File: src/rtl/psc_pkg.sv
package psc_pkg;

    typedef enum logic [2:0] {
        ST_IDLE,
        ST_SEEK_CHK,
        ST_SEEK,
        ST_SEEK_WAIT,
        ST_READ,
        ST_STEP,
        ST_STEP_WAIT,
        ST_EVAL
    } cal_state_e;

    typedef enum logic [1:0] {
        RUNS_NONE = 2'd0,
        RUNS_ONE  = 2'd1,
        RUNS_MANY = 2'd2
    } run_count_e;

    function automatic run_count_e runs_bump(input run_count_e cur);
        case (cur)
            RUNS_NONE: return RUNS_ONE;
            default:   return RUNS_MANY;
        endcase
    endfunction

endpackage

File: src/rtl/psc_position.sv
module psc_position #(
    parameter int NPOS = 8,
    localparam int PW = (NPOS > 1) ? $clog2(NPOS) : 1
) (
    input  logic          clk,
    input  logic          rst,
    input  logic          inc,
    input  logic          dec,
    output logic [PW-1:0] pos_o,
    output logic          at_last_o
);
    localparam logic [PW-1:0] LAST = PW'(NPOS - 1);

    logic [PW-1:0] pos_q;

    always_ff @(posedge clk) begin
        if (rst)
            pos_q <= '0;
        else if (inc)
            pos_q <= pos_q + PW'(1);
        else if (dec)
            pos_q <= pos_q - PW'(1);
    end

    assign pos_o     = pos_q;
    assign at_last_o = (pos_q == LAST);

    p_no_overrun_r4: assert property (@(posedge clk) disable iff (rst)
        inc |-> (pos_q != LAST));
    p_no_underrun_r4: assert property (@(posedge clk) disable iff (rst)
        dec |-> (pos_q != '0));
    p_pos_range_r4: assert property (@(posedge clk) disable iff (rst)
        pos_q <= LAST);

endmodule

File: src/rtl/psc_window.sv
module psc_window
    import psc_pkg::*;
#(
    parameter int NPOS = 8,
    localparam int PW = (NPOS > 1) ? $clog2(NPOS) : 1,
    localparam int SW = $clog2(NPOS + 1)
) (
    input  logic          clk,
    input  logic          rst,
    input  logic          clr,
    input  logic          sample,
    input  logic          pass,
    input  logic [PW-1:0] pos,
    output run_count_e    runs_o,
    output logic [SW-1:0] len_o,
    output logic [PW-1:0] center_o
);
    run_count_e    runs_q;
    logic          active_q;
    logic [PW-1:0] wstart_q;
    logic [SW-1:0] len_q;
    logic [SW-1:0] half;

    always_ff @(posedge clk) begin
        if (rst || clr) begin
            runs_q   <= RUNS_NONE;
            active_q <= 1'b0;
            wstart_q <= '0;
            len_q    <= '0;
        end else if (sample) begin
            active_q <= pass;
            if (pass) begin
                if (!active_q) begin
                    runs_q <= runs_bump(runs_q);
                    if (runs_q == RUNS_NONE) begin
                        wstart_q <= pos;
                        len_q    <= SW'(1);
                    end
                end else if (runs_q == RUNS_ONE) begin
                    len_q <= len_q + SW'(1);
                end
            end
        end
    end

    assign half     = (len_q - SW'(1)) >> 1;
    assign runs_o   = runs_q;
    assign len_o    = len_q;
    assign center_o = wstart_q + PW'(half);

    p_len_bound_r5: assert property (@(posedge clk) disable iff (rst)
        len_q <= SW'(NPOS));
    p_empty_len_r5: assert property (@(posedge clk) disable iff (rst)
        (runs_q == RUNS_NONE) |-> (len_q == '0));
    p_run_starts_r8: assert property (@(posedge clk) disable iff (rst || clr)
        (sample && pass && !active_q && runs_q != RUNS_NONE) |=> (runs_q == RUNS_MANY));

endmodule

File: src/rtl/phase_sweep_cal.sv
module phase_sweep_cal
    import psc_pkg::*;
#(
    parameter int STEPS_PER_CYCLE = 4,
    parameter bit SPAN_TWO        = 1'b1,
    parameter int LAT_BASE        = 3,
    parameter int LAT_W           = 6,
    localparam int NPOS = STEPS_PER_CYCLE * (SPAN_TWO ? 2 : 1),
    localparam int PW   = (NPOS > 1) ? $clog2(NPOS) : 1,
    localparam int SW   = $clog2(NPOS + 1)
) (
    input  logic             clk,
    input  logic             rst,
    input  logic             start,
    output logic             step_req,
    output logic             step_up,
    input  logic             step_ack,
    output logic             rd_req,
    input  logic             rd_ack,
    input  logic             rd_pass,
    output logic             done,
    output logic [PW-1:0]    phase_out,
    output logic [SW-1:0]    win_size,
    output logic [LAT_W-1:0] rd_latency,
    output logic             err_none,
    output logic             err_multi
);
    cal_state_e       state_q;
    logic             sweeping_q;
    logic [PW-1:0]    target_q;
    logic             done_q, err_none_q, err_multi_q;
    logic [LAT_W-1:0] lat_q;

    logic             pos_inc, pos_dec, at_last;
    logic [PW-1:0]    pos;
    logic             win_clr, win_sample;
    run_count_e       win_runs;
    logic [SW-1:0]    win_len;
    logic [PW-1:0]    win_center;

    assign pos_inc    = (state_q == ST_STEP_WAIT) && step_ack;
    assign pos_dec    = (state_q == ST_SEEK_WAIT) && step_ack;
    assign win_clr    = (state_q == ST_IDLE) && start;
    assign win_sample = (state_q == ST_READ) && rd_ack;

    psc_position #(.NPOS(NPOS)) u_pos (
        .clk       (clk),
        .rst       (rst),
        .inc       (pos_inc),
        .dec       (pos_dec),
        .pos_o     (pos),
        .at_last_o (at_last)
    );

    psc_window #(.NPOS(NPOS)) u_win (
        .clk      (clk),
        .rst      (rst),
        .clr      (win_clr),
        .sample   (win_sample),
        .pass     (rd_pass),
        .pos      (pos),
        .runs_o   (win_runs),
        .len_o    (win_len),
        .center_o (win_center)
    );

    always_ff @(posedge clk) begin
        if (rst) begin
            state_q     <= ST_IDLE;
            sweeping_q  <= 1'b0;
            target_q    <= '0;
            done_q      <= 1'b0;
            err_none_q  <= 1'b0;
            err_multi_q <= 1'b0;
            lat_q       <= '0;
        end else begin
            case (state_q)
                ST_IDLE: if (start) begin
                    done_q      <= 1'b0;
                    err_none_q  <= 1'b0;
                    err_multi_q <= 1'b0;
                    lat_q       <= '0;
                    sweeping_q  <= 1'b1;
                    target_q    <= '0;
                    state_q     <= ST_SEEK_CHK;
                end
                ST_SEEK_CHK: begin
                    if (pos != target_q)
                        state_q <= ST_SEEK;
                    else if (sweeping_q)
                        state_q <= ST_READ;
                    else begin
                        done_q  <= 1'b1;
                        state_q <= ST_IDLE;
                    end
                end
                ST_SEEK:      state_q <= ST_SEEK_WAIT;
                ST_SEEK_WAIT: if (step_ack) state_q <= ST_SEEK_CHK;
                ST_READ: if (rd_ack) state_q <= at_last ? ST_EVAL : ST_STEP;
                ST_STEP:      state_q <= ST_STEP_WAIT;
                ST_STEP_WAIT: if (step_ack) state_q <= ST_READ;
                ST_EVAL: begin
                    sweeping_q <= 1'b0;
                    if (win_runs == RUNS_ONE) begin
                        target_q <= win_center;
                        lat_q    <= LAT_W'(LAT_BASE + int'(win_center) / STEPS_PER_CYCLE);
                        state_q  <= ST_SEEK_CHK;
                    end else begin
                        err_none_q  <= (win_runs == RUNS_NONE);
                        err_multi_q <= (win_runs == RUNS_MANY);
                        done_q      <= 1'b1;
                        state_q     <= ST_IDLE;
                    end
                end
                default: state_q <= ST_IDLE;
            endcase
        end
    end

    assign step_req   = (state_q == ST_STEP) || (state_q == ST_SEEK);
    assign step_up    = (state_q == ST_STEP);
    assign rd_req     = (state_q == ST_READ);
    assign done       = done_q;
    assign phase_out  = pos;
    assign win_size   = win_len;
    assign rd_latency = lat_q;
    assign err_none   = err_none_q;
    assign err_multi  = err_multi_q;

    p_one_request_r2: assert property (@(posedge clk) disable iff (rst)
        !(rd_req && step_req));
    p_step_pulse_r3: assert property (@(posedge clk) disable iff (rst)
        step_req |=> !step_req);
    p_flags_excl_r7: assert property (@(posedge clk) disable iff (rst)
        !(err_none && err_multi));
    p_done_at_centre_r6: assert property (@(posedge clk) disable iff (rst)
        ($rose(done) && !err_none && !err_multi) |-> (phase_out == win_center));
    p_quiet_when_done_r10: assert property (@(posedge clk) disable iff (rst)
        done |-> (!rd_req && !step_req));

endmodule

File: config.mk
export PLATFORM = sky130hd
export DESIGN_NAME = phase_sweep_cal
export DESIGN_NICKNAME = d
export VERILOG_FILES = /design/src/rtl/psc_pkg.sv /design/src/rtl/psc_position.sv /design/src/rtl/psc_window.sv /design/src/rtl/phase_sweep_cal.sv
export SDC_FILE = /design/constraint.sdc
export NUM_CORES = 1
export LEC_CHECK = 0
export BUFFER_PORTS_ARGS = -buffer_cell sky130_fd_sc_hd__buf_2
export CAP_MARGIN = 10
export CORE_UTILIZATION = 40
export CTS_CLUSTER_DIAMETER = 150
export DETAILED_ROUTE_END_ITERATION = 8
export GPL_TIMING_DRIVEN = 1
export HOLD_SLACK_MARGIN = 0.1
export PLACE_DENSITY_LB_ADDON = 0.05
export SLEW_MARGIN = 20
export SYNTH_ARGS = -nofsm -noshare
export SYNTH_HDL_FRONTEND = slang
export SYNTH_SLANG_ARGS = --single-unit
File: constraint.sdc
create_clock -name clk -period 3.2 [get_ports clk]
set_input_delay 0.64 -clock clk [delete_from_list [all_inputs] [get_ports clk]]
set_output_delay 0.64 -clock clk [all_outputs]
set_load 0.1 [all_outputs]
# Word level (Yosys, flattened, before mapping)
# Index checks and enable logic that the tools add are counted.
dict set report word_totals {
  elab_cells 91
  register_bits 29
  out_inout_bits 19
}
dict set report classes {
  bitwise 1
  reduce_logical 20
  muxes 32
  n_eq_ne 20
  n_addsub 6
}
# op n
set ops {}
lappend ops {{$mux W3} 10}
lappend ops {{$pmux W3 S8} 1}
lappend ops {{$ne A2 B2 Y1 const B} 8}
lappend ops {{$eq A3 B3 Y1 const B} 5}
lappend ops {{$mux W4} 3}
lappend ops {{$mux W6} 2}
lappend ops {{$pmux W6 S2} 1}
lappend ops {{$reduce_and A4 Y1} 3}
lappend ops {{$reduce_and A3 Y1} 3}
lappend ops {{$mux W1} 8}
lappend ops {{$eq A3 B2 Y1 const B} 2}
lappend ops {{$pmux W1 S2} 3}
lappend ops {{$pmux W3 S2} 1}
lappend ops {{$reduce_bool A2 Y1} 3}
lappend ops {{$reduce_and A5 Y1} 1}
lappend ops {{$add A4 B1 Y4 const B} 1}
lappend ops {{$logic_and A1 B1 Y1} 4}
lappend ops {{$mux W2} 2}
lappend ops {{$sub A4 B1 Y4 const B} 1}
lappend ops {{$add A2 B1 Y3 const A} 1}
lappend ops {{$add A3 B1 Y3 const B} 1}
lappend ops {{$add A3 B3 Y3} 1}
lappend ops {{$eq A3 B1 Y1 const B} 1}
lappend ops {{$logic_not A3 Y1} 1}
lappend ops {{11 further kinds} 12}

# Depth between registers and ports, before layout
dict set report depth {
  ltp_word 5
  ltp_mapped 9
  ltp_nobuf 9
}

# By module
# Synthesis repeated with hierarchy kept, for this count alone.
dict set report hier_totals {
  hier_cells 171
  area_unflattened_um2 1458.9
}
# mod area_each_um2 instances cells_each
set by_module_without_submodules {}
lappend by_module_without_submodules {phase_sweep_cal 683.2 1 84}
lappend by_module_without_submodules {psc_window 621.8 1 70}
lappend by_module_without_submodules {psc_position 153.9 1 17}

# Worst setup path before layout
# No wires, ideal clock.
dict set report synth_path {
  path_type {flip-flop to output port}
  from {register state_q[0]}
  to {output port rd_req}
  t_arrival_ns 2.684
  path_buffers 2
  stages_incl_launch_ff 4
  setup_slack_ns -0.124
  required_time_ns 2.560
  cell_sequence {dfxtp_1 -> buf_6 -> clkbuf_1 -> nor3_1}
}
dict set report synth_between {
  elab_chain_cells 1
}
# item line_no
set synth_rtl {}
lappend synth_rtl {{start: declaration} phase_sweep_cal.sv:28} ;# cal_state_e state_q;
lappend synth_rtl {{start signal: assignment} phase_sweep_cal.sv:99} ;# ST_READ: if (rd_ack) state_q <= at_last ? ST_EVAL : ST_STEP;
lappend synth_rtl {{$eq A3 B3 Y1} phase_sweep_cal.sv:122} ;# assign rd_req = (state_q == ST_READ);
lappend synth_rtl {{end: declaration} phase_sweep_cal.sv:18} ;# output logic rd_req,
# No other way between the ends.

# Final worst setup path
dict set report layout_path {
  from {register state_q[2]}
  to {register u_pos.pos_q[2] (netlist: u_pos.pos_o[2])}
}
dict set report layout_between {
  elab_chain_cells 3
  word_cells_on_any_way 6
  classes_between {eq/ne: 2; mux: 1; reduce/logical: 3}
}
# item line_no
set layout_rtl {}
lappend layout_rtl {{$eq A3 B3 Y1 or $eq A3 B2 Y1 (tied branches)} {phase_sweep_cal.sv:41, phase_sweep_cal.sv:42}}
lappend layout_rtl {{$logic_and A1 B1 Y1 (on tied branches)} {phase_sweep_cal.sv:41, phase_sweep_cal.sv:42}}
lappend layout_rtl {{$mux W3 or $reduce_bool A2 Y1 (tied branches)} -}
lappend layout_rtl {{end signal: assignment} psc_position.sv:20} ;# pos_q <= pos_q + PW'(1);
lappend layout_rtl {{end signal: assignment} psc_position.sv:22} ;# pos_q <= pos_q - PW'(1);
lappend layout_rtl {{end: declaration} psc_position.sv:14} ;# logic [PW-1:0] pos_q;
# Parallel ways exist; a longest one is shown, timed or not.
# A chain may end at the register's enable or synchronous reset.

==> impl_summary.txt <==
----------------------------------------------------
[Routing]
  Via count normalized by instance count ... approximately 5.1
  Met3 wire length ... ~64 µm
  Uppermost layer routed ... met4
  First-pass detailed-route iteration total ... 4
  Total met2 wirelength after detailed routing ... roughly 1300 µm
  Wire length per cell after detailed routing ... 12.5 µm
  Routed Wire Length ... between 2000 and 3000 µm
  Post-DRT Antenna Nets ... 0
  Initial detailed-routing violation count ... 45
  Drc violations ... 0
  DRT met1 WL ... ~1400 µm
  Via count of the routed design ... about 1.1k

[Setup path]
  Worst Path Buf+Inv ... 1
  Cells along the critical path ... inv_1 > or3_1 > fa_1 > or3b_2 > a21oi_1 > xnor2_1 > nor2_1
  Logic depth of the worst setup path including buffers ... 7
  Maximum cell stage delay along the critical path ... 0.66 ns
  R2R Setup Slk ... 0.62 ns
  Kind of launch point of the worst setup path ... flip-flop
  Logic depth of the worst register-to-register path ... 7
  Worst path arrival time ... between 2 and 3 ns
  Crit Path Class ... reg2reg
  Worst setup path start ... state_q[2]
  Critical Path End Type ... flip-flop
  Required time of the critical path ... 3.40 ns
  Family with the most delay on the worst path ... simple AND/OR/NAND/NOR gates
  End of the worst register-to-register path ... u_pos.pos_o[2]
  Slowest cell on the critical path ... sky130_fd_sc_hd__dfxtp_1
  Startpoint of the worst register-to-register path ... state_q[2]
  Largest fanout on the critical path ... 17
  Critical Path End ... u_pos.pos_o[2]

[Timing]
  Setup Total Neg Slack ... 0 ns
  Measured slew at the worst slew-check pin ... ~0.53 ns
  Count of final hold-check violations ... 0
  RSZ-0062 raised after global routing ... no
  Final setup skew ... about 0.0046 ns
  Worst slew margin relative to its limit ... approximately two thirds
  Time the final worst path needs with I/O delays and setup ... roughly 2.6 ns
  Peak clock frequency supported by timing ... slightly below 400 MHz
  Setup slack of the critical path after layout ... 0.624 ns
  Setup Viol. Count Final ... 0
  Total count of max-transition violations in the final report ... 0
  Period utilization ... 80.5%

[Global route]
  Congestion Overflow GR ... 0
  Maximum number of pins on one net before global-route repair ... 18
  Number of global-route vias before repair ... about 980
  Combined global-route utilization of all metal layers ... 16.3%
  Global-route wire length before repair ... approximately 4500 µm
  Antenna violations before repair ... 0

[Synth]
  Number of enable-type register cells in the synthesized netlist ... 0
  Dominant cell type by area after synthesis ... sky130_fd_sc_hd__dfxtp_1
  Sequential share of the synthesized area ... 34.5%
  Share of flip-flops with an asynchronous set or reset ... 0%
  Yosys warning count ... 0
  Area fraction of the dominant cell type after synthesis ... 34.5%
  Total of flip-flops plus latches after synthesis ... 24
  Average size of a mapped cell ... 8.40 µm²
  Synthesized instance count ... ~170
  Post-synthesis instance area ... around 1400 µm²
  Leading cell types by total area after synthesis ... sky130_fd_sc_hd__dfxtp_1, sky130_fd_sc_hd__xnor2_1, sky130_fd_sc_hd__nand2_1
  Commonest register cell after synthesis ... sky130_fd_sc_hd__dfxtp_1
  Distinct cells, synth ... 48

[Clocking]
  Cts bufs inserted ... 3
  Clock latency reported for the late side of the worst-skew pair ... about 0.31 ns
  CTS tree ... yes
  Gates resized, CTS repair ... 0
  Clock sink count ... 24
  Count of H-tree levels built during CTS ... 1
  CTS Root Cell ... sky130_fd_sc_hd__clkbuf_4
  Post-CTS setup-driven buffer insertion count ... 0
  Buffers from clock root to sink, at most ... 2
  Clock-pin slew on the worst setup and hold paths ... between 0.1 and 0.15 ns
  Total of hold buffers inserted after clock tree synthesis ... 0

[Hold path]
  Instance count along the most critical hold path ... 2
  Worst hold path startpoint ... err_multi
  Hold Crit Class ... reg2reg

[Pwr]
  Leakage ... 0.000584 µW
  Clock group share of total power ... approximately 24%
  Proportion of power drawn by combinational gates ... 16.0%
  Max VDD drop ... approximately 240 µV
  Switching Power ... roughly 160 µW
  Total power density per cell area ... between 300 and 400 nW/µm²
  Sequential cell fraction of total power ... between 50% and 60%
  Proportion of total power due to net switching ... 30.1%
  Internal power ... approximately 370 µW
  Power Total ... about 530 µW

[Flow run]
  Number of violations of the max-capacitance limit ... 0

[Outcome]
  Status ... finished, final reports clean

[Place]
  I/O Buffers ... 21
  Worst slack at placement ... around 0.67 ns
  Placed instance count ... between 200 and 250
  Cell area reported after detailed placement ... between 1000 and 1500 µm²
  Final weighted congestion in routability-driven placement ... approximately 0.75
  DP Wirelength ... just over 2000 µm

[Layout]
  Antenna diode instance count ... 0
  Area grow syn2layout ... 8.44%
  Final nets ... approximately 190
  Count of fill cells added during filler insertion ... between 300 and 400
  Non-filler instance count after layout ... approximately 220
  Share of post-route cells with drive strength above 1 ... a little under a fifth
  Fin area ... 1510 µm²

[Floorplan]
  Total core area ... between 3000 and 4000 µm²
  Die boundary height ... 61.0 µm
  Initial Utilization ... approximately two fifths
  Total Die Area ... 3720 µm²
  Die Wd ... between 60 and 70 µm
  Number of placement rows ... 21
  Number of I/O pins ... 25

----------------------------------------------------
==> power groups by stage <==
stage	combinational (µW)	clock [µW]	sequential, µW
4_1_cts	85.5	135	317
5_1_grt	91.4	148	319
3_5_place_dp	85.1	0	323
3_3_place_gp	84.3	0	323
2_1_floorplan	74.9	0	325
6_report	84.9	127	317
==> sequential cells by signal (all words and copies together), names as in the netlist <==
signal          cells
sweeping_q          1
u_pos.pos_o         3
u_win.runs_o        2
state_q             3
done                1
err_multi           1
rd_latency          2
u_win.len_o         4
u_win.wstart_q      3
u_win.active_q      1
target_q            2
err_none            1
==> cell type report <==
class / instances / area (µm²) / share of cell area [%]
Clock buffer: 3 / 22.5 / 1.49
Inverter: 7 / 26.3 / 1.74
Timing Repair Buffer: 21 / 105 / 6.95
Tap cell: 46 / 57.6 / 3.81
Sequential cell: 24 / 480 / 31.8
Multi-Input combinational cell: 123 / 820 / 54.2
==> cell usage after synthesis (4+ instances only) <==
cell type,n
sky130_fd_sc_hd__a21oi_1,11
sky130_fd_sc_hd__xnor2_1,8
sky130_fd_sc_hd__o21ai_0,5
sky130_fd_sc_hd__nand3_1,9
sky130_fd_sc_hd__nand2_1,16
sky130_fd_sc_hd__buf_4,5
sky130_fd_sc_hd__clkbuf_1,7
sky130_fd_sc_hd__inv_1,7
sky130_fd_sc_hd__nor2_1,15
sky130_fd_sc_hd__dfxtp_1,24
sky130_fd_sc_hd__nand2b_1,4
sky130_fd_sc_hd__mux2i_1,4
==> cells in the final DEF, fill, tap and decap left out, types with 2 or more instances in the layout <==
cell | synthesis | final
sky130_fd_sc_hd__a211oi_1 | 2 | 2
sky130_fd_sc_hd__xnor2_1 | 8 | 8
sky130_fd_sc_hd__mux2i_1 | 4 | 4
sky130_fd_sc_hd__nor2_1 | 15 | 15
sky130_fd_sc_hd__o21ai_0 | 5 | 5
sky130_fd_sc_hd__nand3b_1 | 2 | 2
sky130_fd_sc_hd__nand2_1 | 16 | 16
sky130_fd_sc_hd__buf_2 | 1 | 21
sky130_fd_sc_hd__a41oi_1 | 2 | 2
sky130_fd_sc_hd__or4_1 | 3 | 3
sky130_fd_sc_hd__a221oi_1 | 2 | 2
sky130_fd_sc_hd__nand3_1 | 9 | 9
sky130_fd_sc_hd__conb_1 | 1 | 3
sky130_fd_sc_hd__fa_1 | 2 | 2
sky130_fd_sc_hd__dfxtp_1 | 24 | 24
sky130_fd_sc_hd__or2_2 | 2 | 2
sky130_fd_sc_hd__clkbuf_4 | 0 | 3
sky130_fd_sc_hd__a21oi_1 | 11 | 11
sky130_fd_sc_hd__xor2_1 | 2 | 2
sky130_fd_sc_hd__nor3_1 | 3 | 2
sky130_fd_sc_hd__inv_1 | 7 | 7
sky130_fd_sc_hd__ha_1 | 3 | 3
sky130_fd_sc_hd__a31oi_1 | 3 | 3
sky130_fd_sc_hd__nand2b_1 | 4 | 4
==> routing by layer <==
metal / track usage (%) / vias up
li1: - / 596
met1: 22.8 / 535
met2: 26.1 / 14
met3: 3.78 / 2
met4: 2.92 / 0
met5: 0 / -
==> through the flow <==
| stage | hold WS [ns] | util (%) |
|---|---|---|
| 5_1_grt | 0.512 | 45.3 |
| 2_1_floorplan | 0.445 | - |
| 3_3_place_gp | 0.454 | 44.6 |
| 4_1_cts | 0.482 | 45.3 |
| 3_5_place_dp | 0.464 | 44.6 |
| 6_report | 0.477 | 45.3 |
==> worst min-delay path by stage <==
stage,slack [ns],to
floorplan,0.44,sweeping_q
global placement,0.45,err_multi
detailed placement,0.46,err_multi
CTS,0.48,err_multi
global route,0.51,err_multi
finish,0.48,err_multi
==> worst reg2reg max path, delay by kind of cell, from the launching register on <==
| kind | cells | cell delay (ns) |
|---|---|---|
| AO/OA/AOI/OAI | 1 | 0.18 |
| XOR/XNOR | 1 | 0.14 |
| adder cells (fa/ha/maj) | 1 | 0.38 |
| buffers and inverters | 1 | 0.20 |
| flip-flops | 1 | 0.66 |
| AND/OR/NAND/NOR | 3 | 0.91 |
==> cells by family after synthesis <==
group	share of synthesized area, %
multiplexers	3.68
adder cells (fa/ha/maj)	6.28
flip-flops	34.5
XOR/XNOR	6.28
AO/OA/AOI/OAI	16.0
buffers and inverters	7.63
AND/OR/NAND/NOR	25.4
other	0.269
Power figures use the tool's default switching activity.
